## src/rtl/alu_pkg.sv

```systemverilog
package alu_pkg;

  typedef enum logic [1:0] {
    SEL_AND = 2'b00,
    SEL_OR  = 2'b01,
    SEL_SUM = 2'b10,
    SEL_SLT = 2'b11
  } alu_sel_e;

  typedef struct packed {
    logic     inv_b;
    alu_sel_e sel;
  } alu_ctl_t;

  localparam logic [1:0] CLS_ADD = 2'b00;
  localparam logic [1:0] CLS_SUB = 2'b01;

  localparam logic [5:0] FN_ADD = 6'b100000;
  localparam logic [5:0] FN_SUB = 6'b100010;
  localparam logic [5:0] FN_AND = 6'b100100;
  localparam logic [5:0] FN_OR  = 6'b100101;
  localparam logic [5:0] FN_SLT = 6'b101010;

endpackage

```

## src/rtl/alu_func_decode.sv

```systemverilog
module alu_func_decode
  import alu_pkg::*;
(
  input  logic [1:0] op_class,
  input  logic [5:0] funct,
  output alu_ctl_t   ctl
);
  alu_ctl_t fn_ctl;

  // function-field decode, unlisted codes fall back to add
  always_comb begin
    unique case (funct)
      FN_SUB:  fn_ctl = '{inv_b: 1'b1, sel: SEL_SUM};
      FN_AND:  fn_ctl = '{inv_b: 1'b0, sel: SEL_AND};
      FN_OR:   fn_ctl = '{inv_b: 1'b0, sel: SEL_OR};
      FN_SLT:  fn_ctl = '{inv_b: 1'b1, sel: SEL_SLT};
      default: fn_ctl = '{inv_b: 1'b0, sel: SEL_SUM};
    endcase
  end

  always_comb begin
    unique case (op_class)
      CLS_ADD: ctl = '{inv_b: 1'b0, sel: SEL_SUM};
      CLS_SUB: ctl = '{inv_b: 1'b1, sel: SEL_SUM};
      default: ctl = fn_ctl;
    endcase
  end
endmodule

```

## src/rtl/alu_adder.sv

```systemverilog
module alu_adder #(
  parameter int WIDTH = 8
) (
  input  logic [WIDTH-1:0] a,
  input  logic [WIDTH-1:0] b,
  input  logic             inv_b,
  output logic [WIDTH-1:0] sum
);
  logic [WIDTH-1:0] carry;
  logic [WIDTH-1:0] bx;

  assign carry[0] = inv_b;

  for (genvar i = 0; i < WIDTH; i++) begin : g_bit
    assign bx[i]  = b[i] ^ inv_b;
    assign sum[i] = a[i] ^ bx[i] ^ carry[i];
    if (i < WIDTH - 1) begin : g_carry
      assign carry[i+1] = (a[i] & bx[i]) | (carry[i] & (a[i] ^ bx[i]));
    end
  end
endmodule

```

## src/rtl/alu_zero_detect.sv

```systemverilog
module alu_zero_detect #(
  parameter int WIDTH = 8
) (
  input  logic [WIDTH-1:0] value,
  output logic             is_zero
);
  logic [WIDTH-1:0] any_set;

  assign any_set[0] = value[0];
  for (genvar i = 1; i < WIDTH; i++) begin : g_or
    assign any_set[i] = any_set[i-1] | value[i];
  end

  assign is_zero = ~any_set[WIDTH-1];
endmodule

```

## src/rtl/alu_core.sv

```systemverilog
module alu_core
  import alu_pkg::*;
#(
  parameter int WIDTH = 8
) (
  input  logic [1:0]       op_class,
  input  logic [5:0]       funct,
  input  logic [WIDTH-1:0] a,
  input  logic [WIDTH-1:0] b,
  output logic [2:0]       alu_ctl,
  output logic [WIDTH-1:0] result,
  output logic             zero
);
  localparam int MSB = WIDTH - 1;

  alu_ctl_t         ctl;
  logic [WIDTH-1:0] sum;

  alu_func_decode u_dec (
    .op_class (op_class),
    .funct    (funct),
    .ctl      (ctl)
  );

  alu_adder #(.WIDTH(WIDTH)) u_add (
    .a     (a),
    .b     (b),
    .inv_b (ctl.inv_b),
    .sum   (sum)
  );

  always_comb begin
    unique case (ctl.sel)
      SEL_AND: result = a & b;
      SEL_OR:  result = a | b;
      SEL_SUM: result = sum;
      default: result = {{(WIDTH-1){1'b0}}, sum[MSB]};
    endcase
  end

  alu_zero_detect #(.WIDTH(WIDTH)) u_zd (
    .value   (result),
    .is_zero (zero)
  );

  assign alu_ctl = ctl;
endmodule

```

## config.mk

```make
export PLATFORM = sky130hd
export DESIGN_NAME = alu_core
export DESIGN_NICKNAME = d
export VERILOG_FILES = /design/src/rtl/alu_pkg.sv /design/src/rtl/alu_func_decode.sv /design/src/rtl/alu_adder.sv /design/src/rtl/alu_zero_detect.sv /design/src/rtl/alu_core.sv
export SDC_FILE = /design/constraint.sdc
export NUM_CORES = 1
export LEC_CHECK = 0
export CAP_MARGIN = 30
export CELL_PAD_IN_SITES_DETAIL_PLACEMENT = 1
export CELL_PAD_IN_SITES_GLOBAL_PLACEMENT = 2
export CORE_ASPECT_RATIO = 0.8
export CORE_MARGIN = 10
export CORE_UTILIZATION = 40
export DETAILED_ROUTE_END_ITERATION = 7
export DONT_BUFFER_PORTS = 1
export GPL_TIMING_DRIVEN = 0
export MAX_ROUTING_LAYER = met4
export PLACE_DENSITY = 0.94
export SLEW_MARGIN = 10
export SYNTH_ARGS = -nofsm -noshare
export SYNTH_HDL_FRONTEND = slang
export SYNTH_SLANG_ARGS = --single-unit
export TNS_END_PERCENT = 50
```

## constraint.sdc

```tcl
create_clock -name vclk -period 11.9
set_input_delay 1.19 -clock vclk [all_inputs]
set_output_delay 1.19 -clock vclk [all_outputs]
set_load 0.02 [all_outputs]
```

* Yosys cells after proc, flatten, opt, wreduce, memory -nomap -nowiden
Index checks and enable logic that the tools add are counted.
** Storage, ports and cells
- Flip-flop bits (word level) :: 0
- Input port bits :: 24
- Logic and storage cells :: 67
** Cells by class
- Equality and inequality tests :: 7
- Mux-type cells :: 3
- Bitwise operators :: 55
- Reductions and logical operators :: 2
** Operator list (count)
- $eq A6 B6 Y1 const B :: 4
- $pmux W8 S3 :: 1
- $xor A1 B1 Y1 :: 24
- $and A1 B1 Y1 :: 14
- $or A1 B1 Y1 :: 14
- $pmux W3 S4 :: 1
- $and A8 B8 Y8 :: 1
- $or A8 B8 Y8 :: 1
- $pmux W3 S2 :: 1
- $eq A2 B1 Y1 const B :: 2
- $logic_not A2 Y1 :: 2
- $eq A2 B2 Y1 const B :: 1
- $not A1 Y1 :: 1

* Depth between registers and ports, before layout
- Word-level depth :: 29
- Gate-level depth with buffers :: 19
- Mapped depth without buffers :: 19

* Modules after synthesis
A second synthesis with hierarchy kept.
** Second synthesis, totals
- Cells, all modules :: 62
- Area total of the unflattened synthesis :: 569.3 um2
** Modules (own cells, without submodules)
- alu_adder :: times used 1, cells each 29, area each 279.0 um2, sequential area each 0.0 um2
- alu_core :: times used 1, cells each 22, area each 195.2 um2, sequential area each 0.0 um2
- alu_func_decode :: times used 1, cells each 8, area each 76.3 um2, sequential area each 0.0 um2
- alu_zero_detect :: times used 1, cells each 3, area each 18.8 um2, sequential area each 0.0 um2

* Worst setup path before layout
Ideal clock, no wire load.
- Path kind :: input -> output
- Start point :: input port funct[0]
- End point :: output port zero
- Arrival :: 5223 ps
- Slack :: 5487 ps
- Stages on the path :: 19
- Path buffers :: 0
- Cell sequence :: or3b_1 > o21a_1 > nor2_4 > xnor2_1 > fa_1 > fa_1 > fa_1 > inv_1 > fa_1 > inv_1 > fa_1 > inv_1 > fa_1 > xor2_1 > xnor2_1 > xnor2_1 > o22a_1 > o211a_1 > and4bb_1
** On the way
- Longest elaborated chain between the ends :: 29
- Elaborated cells between the ends (all ways) :: 63
- Those cells by class :: 6 x eq/ne; 3 x mux; 53 x bitwise; 1 x reduce/logical
** RTL lines
- start, declared :: line alu_core.sv:7 : input logic [5:0] funct,
- $eq A6 B6 Y1 :: line alu_func_decode.sv:12 : unique case (funct)
- $pmux W3 S4 * :: line alu_func_decode.sv:12
- $pmux W3 S2 * :: line alu_func_decode.sv:22 : unique case (op_class)
- net u_add.inv_b :: line alu_adder.sv:6 : input logic inv_b,
- $xor A1 B1 Y1 :: line alu_adder.sv:15 : assign bx[i] = b[i] ^ inv_b;
- $xor A1 B1 Y1 :: line alu_adder.sv:16, alu_adder.sv:18
- $and A1 B1 Y1 :: line alu_adder.sv:18 : assign carry[i+1] = (a[i] & bx[i]) | (carry[i] & (a[i] ^ bx[i]));
- $or A1 B1 Y1 :: line alu_adder.sv:18
- [... 9 more ...]
- $or A1 B1 Y1 :: line alu_adder.sv:18
- $and A1 B1 Y1 :: line alu_adder.sv:18
- $or A1 B1 Y1 :: line alu_adder.sv:18
- $xor A1 B1 Y1 :: line alu_adder.sv:16 : assign sum[i] = a[i] ^ bx[i] ^ carry[i];
- $pmux W8 S3 * :: line alu_core.sv:33 : unique case (ctl.sel)
- $or A1 B1 Y1 (6 in a row) :: line alu_zero_detect.sv:11 : assign any_set[i] = any_set[i-1] | value[i];
- $or A1 B1 Y1 * :: line alu_zero_detect.sv:11
- $not A1 Y1 * :: line alu_zero_detect.sv:14 : assign is_zero = ~any_set[WIDTH-1];
- end, declared :: line alu_core.sv:12 : output logic zero
Mark *: on every way through the listed nets, which the timed path passes. The rest lies on a longest branch.

* Worst setup path after layout
Same ends and word-level chain as after synthesis.

==> metrics.csv <==
metric,value,unit
die_width,67.7,µm
cp-end-kind,output port,
grt_pass1_vias,758,
wl,2.32,mm
cts_hold_buf,0,
yosys.area.top_type,fa_1,
antenna_found_initial,0,
peakVddDrop,0.0263,mV
timing.fmax,146,MHz
status,completed,
timing_worst_setup_path_type,in2out,
ios,36,
dr.pass1.iters,4,
grt_max_degree,11,
period_minus_slack,6.84,ns
fin_crit_sh,57.5,%
core_area,1680,µm²
vias_per_cell,6.17,
n_clock_buffer,0,
gp_congestion,0.743,
grt_usage,12.0,%
num_rows,13,
whs,2.64,ns
initial_core_util,43.5,%
finalSetupViolations,0,
yosys_warnings,0,
utilization,45.1,%
critPathRequiredTime,10.71,ns
dp_slack,5.06,ns
synth_compound_area_share,26.5,%
area_delta_synth_final,3.78,%
post_cts_resized,0,
slew_violations,0,
drt_iter0_drc,16,
grt_pass1_wl,3.82,mm
fillers,207,
fp.dieArea,3940,µm²
synthMuxAreaShare,0,%
antenna_cells,0,
syn_inst,89,
layout_commonest_cell,inv_1,
power,0.0486,mW
rsz0062_at_grt,no,
powerDensity,64.4,nW/µm²
setup.worst_path.start_class,input pin,
crit_fanout,7,
syn_avg_cell_area,8.18,µm²
final.setup.tns,0,ns
vias,685,
seqCellArea,0,µm²
finalNonFillerCells,111,
final_cell_mix,"inv_1 (10), xnor2_1 (7), fa_1 (6)",
hp-start,b[4],
port-buffer-count,0,
power.leakage,0.311,nW
worstMarginPinSlew,0.817,ns
ant_nets,0,
dp.cells,111,
drc,0,
die_h,58.2,µm
holdPathStages,1,
syn_area,728,µm²
worstPathArrival,5.65,ns
yosys-top-cells-area,"fa_1 (16%), xnor2_1 (8.4%), inv_1 (5.2%), xor2_1 (3.6%), and4bb_1 (3.4%)",
drv_cap,0,
dpl.hpwl,2.00,mm
fin_ws,5.06,ns
drive_above_1_share,11.2,%
cts_setup_buffers,0,
layout.nets,123,
synth_top_family_by_area,simple AND/OR/NAND/NOR gates,
synth.net_count,121,
slew_headroom,44.9,%
hold_viol,0,
yosysSeqAreaShare,0,%
nFlopsAndLatches,0,
synth_simple_gate_area_share,31.3,%
synthAdderAreaFrac,22.7,%
synthDistinctLibCells,40,
yosys.area.top_type_share,16.5,%
postPlaceCellArea,756,µm²
grt_overflow,0,
min_path_type,in2out,
min_to,result[4],
synth_xor_area_share,12.0,%
final_area,756,µm²
wl_per_cell,20.9,µm
[how the worst max path moves through the flow]
stage              from    to  depth (start not counted)
2_1_floorplan  funct[0]  zero                         19
3_3_place_gp   funct[0]  zero                         19
3_5_place_dp   funct[0]  zero                         19
4_1_cts        funct[0]  zero                         19
5_1_grt        funct[0]  zero                         19
6_report       funct[0]  zero                         19
[power by group]
group / internal [mW] / switching, mW / total (mW)
registers: 0 / 0 / 0
logic: 0.0177 / 0.0309 / 0.0486
clock network: 0 / 0 / 0
[logic make-up (layout without fill, tap and decap cells)]
| family | after synthesis | after routing |
|---|---|---|
| xor gates and xnor gates | 10 | 10 |
| and+or+nand+nor | 29 | 29 |
| buffers and inverters | 13 | 13 |
| AOI/OAI and AO/OA | 27 | 27 |
| adders and majority gates | 10 | 10 |
[metal layers]
metal  vias up  wire length, µm  track usage [%]
met5         -                0                -
met4         0                0                0
met3         0              160             1.92
met2        18             1150             20.9
met1       339             1010             15.0
li1        328                -                -
[cells in the mapped netlist, types with 3 or more instances]
cell      n
inv_1    10
xnor2_1   7
fa_1      6
a21oi_1   4
nand2_1   4
o21ai_0   4
a22oi_1   3
nor2_1    3
o21ai_1   3
xor2_1    3
[layout make-up]
type               instances  area, µm²  share of cell area (%)
inverters                 10       37.5                    4.97
well taps                 22       27.5                    3.64
multi-input cells         76        673                    89.1
plain buffers              3       17.5                    2.32
[critical path, cell delays in order]
cell	delay (ns)
or3b_1	0.43
o21a_1	0.26
nor2_4	0.27
xnor2_1	0.14
fa_1	0.41
fa_1	0.39
fa_1	0.37
inv_1	0.07
fa_1	0.15
inv_1	0.05
fa_1	0.35
inv_1	0.08
fa_1	0.19
xor2_1	0.18
xnor2_1	0.23
nor4b_1	0.34
nor2_1	0.12
o211a_1	0.14
and4bb_1	0.28
(Power assumes the default switching activity.)
